## src/rtl/ramp_adc_pkg.sv

```systemverilog
package ramp_adc_pkg;

  typedef enum logic [1:0] {
    SEQ_IDLE  = 2'd0,
    SEQ_CLEAR = 2'd1,
    SEQ_RAMP  = 2'd2,
    SEQ_DONE  = 2'd3
  } seqState_t;

  // Strobes from the sequencer to the datapath
  typedef struct packed {
    logic clearRamp;
    logic stepRamp;
    logic capture;
    logic convDone;
  } ctrlStrobe_t;

endpackage

```

## src/rtl/ramp_seq_ctrl.sv

```systemverilog
module ramp_seq_ctrl
  import ramp_adc_pkg::*;
(
  input  logic        clk,
  input  logic        rstN,
  input  logic        runEn,
  input  logic        cmpAbove,
  input  logic        rampAtTop,
  output ctrlStrobe_t strobe,
  output logic        convReset
);

  seqState_t state, stateNext;
  logic      hit;

  assign hit = (state == SEQ_RAMP) && (cmpAbove || rampAtTop);

  always_comb begin
    stateNext = state;
    unique case (state)
      SEQ_IDLE:  if (runEn) stateNext = SEQ_CLEAR;
      SEQ_CLEAR: stateNext = SEQ_RAMP;
      SEQ_RAMP:  if (hit) stateNext = SEQ_DONE;
      SEQ_DONE:  stateNext = runEn ? SEQ_CLEAR : SEQ_IDLE;
      default:   stateNext = SEQ_IDLE;
    endcase
  end

  always_ff @(posedge clk or negedge rstN) begin
    if (!rstN) state <= SEQ_IDLE;
    else       state <= stateNext;
  end

  always_comb begin
    strobe.clearRamp = (state == SEQ_CLEAR);
    strobe.capture   = hit;
    strobe.stepRamp  = (state == SEQ_RAMP) && !hit;
    strobe.convDone  = (state == SEQ_DONE);
  end

  assign convReset = (state == SEQ_CLEAR);

  AST_IDLE_NO_START: assert property (@(posedge clk) disable iff (!rstN)
    (state == SEQ_IDLE && !runEn) |=> !convReset);

endmodule

```

## src/rtl/code_filter.sv

```systemverilog
module code_filter #(
  parameter int CODE_W      = 6,
  parameter int MATCH_COUNT = 4
) (
  input  logic              clk,
  input  logic              rstN,
  input  logic              convDone,
  input  logic              filterOff,
  input  logic [CODE_W-1:0] rawCode,
  output logic [CODE_W-1:0] result,
  output logic              updateStrobe
);

  localparam int LEN_W = $clog2(MATCH_COUNT + 1);
  localparam logic [LEN_W-1:0] LEN_SAT = LEN_W'(MATCH_COUNT);

  logic [CODE_W-1:0] prevCode;
  logic [LEN_W-1:0]  runLen, runLenNext;
  logic              publish;

  // Run length counts the present conversion; zero means empty history
  always_comb begin
    if (runLen != '0 && rawCode == prevCode)
      runLenNext = (runLen == LEN_SAT) ? LEN_SAT : runLen + LEN_W'(1);
    else
      runLenNext = LEN_W'(1);
    publish = filterOff || (runLenNext == LEN_SAT);
  end

  always_ff @(posedge clk or negedge rstN) begin
    if (!rstN) begin
      prevCode     <= '0;
      runLen       <= '0;
      result       <= '0;
      updateStrobe <= 1'b0;
    end else begin
      updateStrobe <= 1'b0;
      if (convDone) begin
        prevCode <= rawCode;
        runLen   <= runLenNext;
        if (publish) begin
          result       <= rawCode;
          updateStrobe <= 1'b1;
        end
      end
    end
  end

  AST_RESULT_HOLD: assert property (@(posedge clk) disable iff (!rstN)
    !updateStrobe |-> $stable(result));
  AST_UPDATE_AFTER_DONE: assert property (@(posedge clk) disable iff (!rstN)
    updateStrobe |-> $past(convDone));
  AST_UPDATE_PULSE: assert property (@(posedge clk) disable iff (!rstN)
    updateStrobe |=> !updateStrobe);

endmodule

```

## src/rtl/ramp_datapath.sv

```systemverilog
module ramp_datapath
  import ramp_adc_pkg::*;
#(
  parameter int CODE_W      = 6,
  parameter int MATCH_COUNT = 4
) (
  input  logic              clk,
  input  logic              rstN,
  input  ctrlStrobe_t       strobe,
  input  logic              filterOff,
  output logic [CODE_W-1:0] rampCode,
  output logic              rampAtTop,
  output logic [CODE_W-1:0] result,
  output logic              updateStrobe
);

  localparam logic [CODE_W-1:0] CODE_TOP = {CODE_W{1'b1}};

  logic [CODE_W-1:0] rampCnt;
  logic [CODE_W-1:0] rawCode;

  always_ff @(posedge clk or negedge rstN) begin
    if (!rstN) begin
      rampCnt <= '0;
      rawCode <= '0;
    end else begin
      if (strobe.capture) rawCode <= rampCnt;
      if (strobe.clearRamp || strobe.capture) rampCnt <= '0;
      else if (strobe.stepRamp)               rampCnt <= rampCnt + CODE_W'(1);
    end
  end

  assign rampCode  = rampCnt;
  assign rampAtTop = (rampCnt == CODE_TOP);

  code_filter #(
    .CODE_W      (CODE_W),
    .MATCH_COUNT (MATCH_COUNT)
  ) uFilter (
    .clk          (clk),
    .rstN         (rstN),
    .convDone     (strobe.convDone),
    .filterOff    (filterOff),
    .rawCode      (rawCode),
    .result       (result),
    .updateStrobe (updateStrobe)
  );

endmodule

```

## src/rtl/ramp_adc_ctrl.sv

```systemverilog
module ramp_adc_ctrl
  import ramp_adc_pkg::*;
#(
  parameter int CODE_W      = 6,
  parameter int MATCH_COUNT = 4
) (
  input  logic              clk,
  input  logic              rstN,
  input  logic              runEn,
  input  logic              filterOff,
  input  logic              cmpAbove,
  output logic [CODE_W-1:0] rampCode,
  output logic              convReset,
  output logic [CODE_W-1:0] result,
  output logic              updateStrobe
);

  ctrlStrobe_t strobe;
  logic        rampAtTop;

  ramp_seq_ctrl uCtrl (
    .clk       (clk),
    .rstN      (rstN),
    .runEn     (runEn),
    .cmpAbove  (cmpAbove),
    .rampAtTop (rampAtTop),
    .strobe    (strobe),
    .convReset (convReset)
  );

  ramp_datapath #(
    .CODE_W      (CODE_W),
    .MATCH_COUNT (MATCH_COUNT)
  ) uPath (
    .clk          (clk),
    .rstN         (rstN),
    .strobe       (strobe),
    .filterOff    (filterOff),
    .rampCode     (rampCode),
    .rampAtTop    (rampAtTop),
    .result       (result),
    .updateStrobe (updateStrobe)
  );

  AST_CONVRESET_PULSE: assert property (@(posedge clk) disable iff (!rstN)
    convReset |=> !convReset);
  AST_RAMP_FROM_ZERO: assert property (@(posedge clk) disable iff (!rstN)
    convReset |=> (rampCode == '0));

endmodule

```

## config.mk

```make
export PLATFORM = sky130hd
export DESIGN_NAME = ramp_adc_ctrl
export DESIGN_NICKNAME = d
export VERILOG_FILES = /design/src/rtl/ramp_adc_pkg.sv /design/src/rtl/ramp_seq_ctrl.sv /design/src/rtl/code_filter.sv /design/src/rtl/ramp_datapath.sv /design/src/rtl/ramp_adc_ctrl.sv
export SDC_FILE = /design/constraint.sdc
export NUM_CORES = 1
export LEC_CHECK = 0
export BUFFER_PORTS_ARGS = -buffer_cell sky130_fd_sc_hd__buf_4
export CORE_ASPECT_RATIO = 1.1
export CORE_MARGIN = 2
export CORE_UTILIZATION = 34
export CTS_BUF_LIST = sky130_fd_sc_hd__clkbuf_8
export CTS_CLUSTER_DIAMETER = 50
export DETAILED_ROUTE_END_ITERATION = 16
export GPL_ROUTABILITY_DRIVEN = 0
export PLACE_DENSITY = 0.56
export SLEW_MARGIN = 10
export SYNTH_ARGS = -nofsm -noshare
export SYNTH_HDL_FRONTEND = slang
export SYNTH_SLANG_ARGS = --single-unit
```

## constraint.sdc

```tcl
create_clock -name clk -period 2.7 [get_ports clk]
set_input_delay 0.54 -clock clk [delete_from_list [all_inputs] [get_ports clk]]
set_output_delay 0.54 -clock clk [all_outputs]
set_load 0.005 [all_outputs]
```

# After elaboration in Yosys (flattened, before gate mapping)
# Index checks and enable logic that the tools add are counted.
# word_totals
ff_bits	30
output_inout_bits	14
wordCells	40
# classes
n_addsub	2
eq_ne	9
mux	10
reduce_logical	12
# ops
operator	n
$mux 6	2
$pmux 2 s4	1
$add 6x1->6 const B	1
$eq 3x3->1 const B	2
$eq 6x6->1	1
$eq 6x6->1 const B	1
$mux 3	2
$eq 2x2->1 const B	2
$mux 2	2
$reduce_and 2->1	2
$add 3x1->3 const B	1
$logic_and 1x1->1	3
$logic_or 1x1->1	3
$mux 1	3
$reduce_bool 3->1	1
$eq 2x1->1 const B	1
$logic_not 2->1	1
$ne 2x1->1 const B	1
$ne 2x2->1 const B	1
$reduce_bool 2->1	1
$logic_not 1->1	1

# Depth between registers and ports, before layout
# depth
ltp_word	7
mapped_depth	7
ltp_nobuf	6

# Cells and area by module
# Synthesis repeated with hierarchy kept, for this count alone.
# unflattened
cells_unflattened	122
hier_area_um2	1495.2
# by_module_without_submodules
mod	instances	cells_per_inst	area_each_um2
code_filter	1	60	768.2
ramp_datapath	1	42	513.0
ramp_seq_ctrl	1	20	214.0

# Worst setup path before layout
# OpenSTA, ideal clock, no wires.
# synth_timing
path_kind	reg-to-reg
from	register uCtrl.state[0]
to	register uPath.uFilter.result[0]
setup_ns	0.125
t_arrival_ns	1.738
required_ns	2.575
setup_slack_ns	0.837
path_stages_with_launch	8
path_buffers	2
synth_period_minus_slack_ns	1.863
cell_sequence	dfrtp_1 ha_1 buf_2 inv_1 a2111oi_4 a32o_1 buf_6 mux2_4
# synth_via
elab_chain_len	2
# synth_lines
item	line	source
from (decl)	ramp_seq_ctrl.sv:13	seqState_t state, stateNext;
from (signal assigned)	ramp_seq_ctrl.sv:31	else state <= stateNext;
$eq 2x2->1	ramp_seq_ctrl.sv:38	strobe.convDone = (state == SEQ_DONE);
$reduce_and 2->1 (no source line)	n/a	
to (signal assigned)	code_filter.sv:42	result <= rawCode;
to (decl)	code_filter.sv:10	output logic [CODE_W-1:0] result,
# Every way passes these cells.
# A chain may end at the register's enable or synchronous reset.

# Worst setup path after layout
# layout_timing
from	register uCtrl.state[0]
to	register uPath.uFilter.result[5]
# Same word-level chain as after synthesis.

==> impl_summary.log <==
[metrics] outcome: finished clean
[metrics] Cells after Synth: around 120
[metrics] switching power as a share of total power: a little over a third
[metrics] area growth from synthesis to layout: 18.0%
[metrics] count of yosys warnings during synthesis: 0
[metrics] Critical Path Fanout Max: 10
[metrics] post-layout min period: between 2 and 2.5 ns
[metrics] class of the most critical hold timing path: input pin to async pin
[metrics] Yosys top cell area share: around half
[metrics] net count after synthesis: 133
[metrics] cells along the critical path: ha_1 > inv_1 > a2111oi_4 > a32o_1 > mux2_4
[metrics] switching component of the power: ~0.00067 W
[metrics] # nets final: between 150 and 200
[metrics] Startpoint Class: flip-flop
[metrics] Final Max Tran Viols: 0
[metrics] CTS resizes: 0
[metrics] average routed wire per standard cell: around 13 µm
[metrics] final hold viol count: 0
[metrics] root buffer cell: sky130_fd_sc_hd__clkbuf_8
[metrics] Post-Place Cell Area: between 1500 and 2000 µm²
[metrics] count of flip-flops with a built-in enable after synthesis: 0
[metrics] number of buffers added by the clock tree synthesis step: 5
[metrics] largest clock skew in the final design: 0.00309 ns
[metrics] standby leakage power: 0.866 nW
[metrics] global-route wire length before repair: approximately 4.8 mm
[metrics] most area-hungry cell type in the Yosys netlist: sky130_fd_sc_hd__dfrtp_1
[metrics] number of buffers added for setup after CTS: 0
[metrics] mean instance size in the synthesized netlist: ~12 µm²
[metrics] Clk pin slew, worst setup/hold paths: 0.06 ns
[metrics] Setup CP Type: flip-flop to flip-flop
[metrics] main area contributors after synthesis: sky130_fd_sc_hd__dfrtp_1 (50%), sky130_fd_sc_hd__mux2_2 (9.0%), sky130_fd_sc_hd__mux2_4 (6.0%), sky130_fd_sc_hd__ha_1 (5.9%), sky130_fd_sc_hd__xor2_1 (5.3%)
[metrics] Bufs and invs on worst path: 1
[metrics] Mapped Area: 1500 µm²
[metrics] effective utilization at floorplan: between 30% and 40%
[metrics] Max VDD drop: ~0.56 mV
[metrics] combinational share of power: between 40% and 50%
[metrics] part of the total power dissipated in the clock network: a little under a fifth
[metrics] total of hold buffers inserted after clock tree synthesis: 0
[metrics] count of fill cells added during filler insertion: between 400 and 500
[metrics] async set or reset register ratio after synthesis: between 90% and 100%
[metrics] initial antenna violation count: 0
[metrics] category of cells accounting for the largest share of critical-path delay: compound AO/OA/AOI/OAI gates
[metrics] highest-delay cell along the critical path: sky130_fd_sc_hd__a32o_1
[metrics] Die Footprint: 4940 µm²
[metrics] final global-route overflow total: 0
[metrics] final sum of negative setup slack: 0 ns
[metrics] # clock sinks: 30
[metrics] count of maximum capacitance violations: 0
[metrics] transition at the pin with the smallest max-transition slack: 0.505 ns
[metrics] Power, Total: 0.00187 W
[metrics] internal cell power: 0.00119 W
[metrics] Arrival @ worst endpoint: 2.45 ns
[metrics] core area: between 4000 and 5000 µm²
[metrics] Highest Clock Rate: about 430 MHz
[metrics] vias: between 900 and 1,000
[metrics] DIE HEIGHT: about 74 µm
[metrics] most frequently used cell type in the post-synthesis netlist: sky130_fd_sc_hd__dfrtp_1
[metrics] die boundary width: 67.2 µm
[metrics] standard-cell row count: 25
[metrics] largest net degree at the start of global routing: 31
[metrics] type of destination of the critical path: flip-flop
[metrics] sequential share of power: 38.8%
[metrics] most frequent cells after synthesis: sky130_fd_sc_hd__dfrtp_1 (30), sky130_fd_sc_hd__mux2_2 (12), sky130_fd_sc_hd__xor2_1 (9), sky130_fd_sc_hd__inv_1 (8), sky130_fd_sc_hd__ha_1 (7)
[metrics] antenna fix cells: 0
[metrics] number of vias per cell: roughly 5
[metrics] number of I/O pins: 19
[metrics] power per standard cell area: around 1100 nW/µm²
[metrics] largest buffer count on any clock path: 2
[metrics] setup violation total in the final timing report: 0
[metrics] ratio of cells with drive above 1 in the final layout: 31.5%
[metrics] Remaining DRCs: 0
[metrics] worst relative slew slack: between 60% and 70%
[metrics] Fin Hold WS: approximately 0.18 ns
[metrics] Routed Wire Length: approximately 2.7 mm
[metrics] TritonCTS clock tree: built
[metrics] unrepaired setup endpoints after global routing: false
[metrics] fraction of the cycle the final worst path needs: roughly 85%
[metrics] count of input and output buffers: 18
[metrics] most frequently used flop master after synthesis: sky130_fd_sc_hd__dfrtp_1
[metrics] source-to-sink clock delay at the later pin of the worst-skew pair: about 0.27 ns
[metrics] number of global-route vias before repair: 994
[metrics] Required @ worst endpoint: approximately 2.9 ns
[metrics] sequential cell area fraction in the yosys report: between 50% and 60%
[metrics] number of detailed-route iterations in the first pass: 4
[metrics] H-tree level count: 2
[metrics] number of antenna-violating nets in the routed design: 0
[metrics] overall routing resource usage: 13.1%
[metrics] peak per-stage delay on the critical path: 0.50 ns
[metrics] design area: between 1500 and 2000 µm²
[metrics] number of distinct standard cells referenced by the synthesized netlist: 31
[metrics] post-detailed-placement half-perimeter wirelength: between 1.5 and 2 mm
[metrics] DRT iter0 DRCs: 41
[metrics] flip-flop and latch count after synthesis: 30
-- registers in the layout, indices dropped and copies added (netlist names) --
| register | cells |
|---|---|
| uPath.uFilter.runLen | 3 |
| uCtrl.state | 2 |
| uPath.rampCode | 6 |
| uPath.uFilter.prevCode | 6 |
| uPath.uFilter.result | 6 |
| uPath.rawCode | 6 |
| uPath.uFilter.updateStrobe | 1 |
-- layout by cell type (no fill, tap or decap) --
master                      synthesis  final
sky130_fd_sc_hd__dfrtp_1           30     30
sky130_fd_sc_hd__and2_1             1      1
sky130_fd_sc_hd__clkbuf_8           0      6
sky130_fd_sc_hd__o21bai_1           1      1
sky130_fd_sc_hd__a22o_1             1      1
sky130_fd_sc_hd__a31oi_1            2      2
sky130_fd_sc_hd__nand2b_1           4      4
sky130_fd_sc_hd__a2111oi_4          1      1
sky130_fd_sc_hd__nor4_4             1      1
sky130_fd_sc_hd__mux2_2            12     12
sky130_fd_sc_hd__clkinv_2           0      1
sky130_fd_sc_hd__and3_1             1      1
sky130_fd_sc_hd__o21ai_0            5      5
sky130_fd_sc_hd__a21oi_1            6      6
sky130_fd_sc_hd__a32oi_1            1      1
sky130_fd_sc_hd__nor2b_1            1      1
sky130_fd_sc_hd__nor2_1             1      1
sky130_fd_sc_hd__nand3_1            4      4
sky130_fd_sc_hd__nand3b_1           1      1
sky130_fd_sc_hd__buf_4              0     18
sky130_fd_sc_hd__or3_1              1      1
sky130_fd_sc_hd__nand2_1            6      6
sky130_fd_sc_hd__a32o_1             1      1
sky130_fd_sc_hd__o22ai_1            2      2
sky130_fd_sc_hd__ha_1               7      7
sky130_fd_sc_hd__mux2_4             6      6
sky130_fd_sc_hd__inv_1              8      9
sky130_fd_sc_hd__nand4_1            2      2
sky130_fd_sc_hd__xnor2_1            2      2
sky130_fd_sc_hd__xor2_1             9      9
-- power by group through the flow --
stage	combinational (W)	clock, W	sequential [W]
6_report	0.000789	0.000354	0.000725
5_1_grt	0.000888	0.000394	0.000753
4_1_cts	0.000805	0.000370	0.000728
3_5_place_dp	0.000804	0	0.000735
3_3_place_gp	0.000769	0	0.000726
2_1_floorplan	0.000602	0	0.000701
-- kinds of logic (layout without fill, tap and decap cells) --
| group | after synthesis | after routing | share of synthesized area (%) |
|---|---|---|---|
| flip-flops | 30 | 30 | 50.2 |
| AND/OR/NAND/NOR | 23 | 23 | 9.21 |
| AO/OA/AOI/OAI | 20 | 20 | 9.54 |
| multiplexers | 18 | 18 | 15.1 |
| buffers and inverters | 12 | 34 | 3.68 |
| XOR/XNOR | 11 | 11 | 6.44 |
| adder cells (fa/ha/maj) | 7 | 7 | 5.86 |
-- cell type report --
cell class | instances | area, µm² | share of cell area (%)
Tap cell | 54 | 67.6 | 3.83
Inverter | 8 | 30.0 | 1.70
Timing Repair Buffer | 18 | 135 | 7.66
Clock inverter | 2 | 8.76 | 0.496
Sequential cell | 30 | 751 | 42.6
Multi-Input combinational cell | 79 | 689 | 39.1
Clock buffer | 6 | 82.6 | 4.68
-- worst reg2reg max path, stage by stage, from the launching register on --
cell and delay, ns:
sky130_fd_sc_hd__dfrtp_1 0.43, sky130_fd_sc_hd__ha_1 0.43, sky130_fd_sc_hd__inv_1 0.16, sky130_fd_sc_hd__a2111oi_4 0.32, sky130_fd_sc_hd__a32o_1 0.50, sky130_fd_sc_hd__mux2_4 0.34
-- stage by stage --
step	util, %	std cells	setup WS [ns]
finish	41.5	197	0.401
global route	41.5	197	0.214
CTS	41.5	197	0.392
detailed placement	39.3	189	0.425
global placement	39.3	189	0.506
floorplan	-	121	0.837
-- layer usage --
metal	GRT usage [%]	vias to the layer above	wire length, µm
met4	5.44	0	23
met1	16.8	473	1230
met5	0	-	0
met3	4.75	2	123
met2	20.0	22	1280
li1	-	461	-
-- worst paths after layout --
check                                   startpoint                       to  slack, ns  cells after the start
min                                           rstN  uPath.uFilter.runLen[1]       0.18                      1
max in group asynchronous                     rstN         uPath.rawCode[1]       2.24                      1
min in group clk           uPath.uFilter.result[4]  uPath.uFilter.result[4]       0.51                      1
max reg2reg                         uCtrl.state[0]  uPath.uFilter.result[5]       0.40                      5
max                                 uCtrl.state[0]  uPath.uFilter.result[5]       0.40                      5
min reg2reg                uPath.uFilter.result[4]  uPath.uFilter.result[4]       0.51                      1
Power figures use the tool's default switching activity.
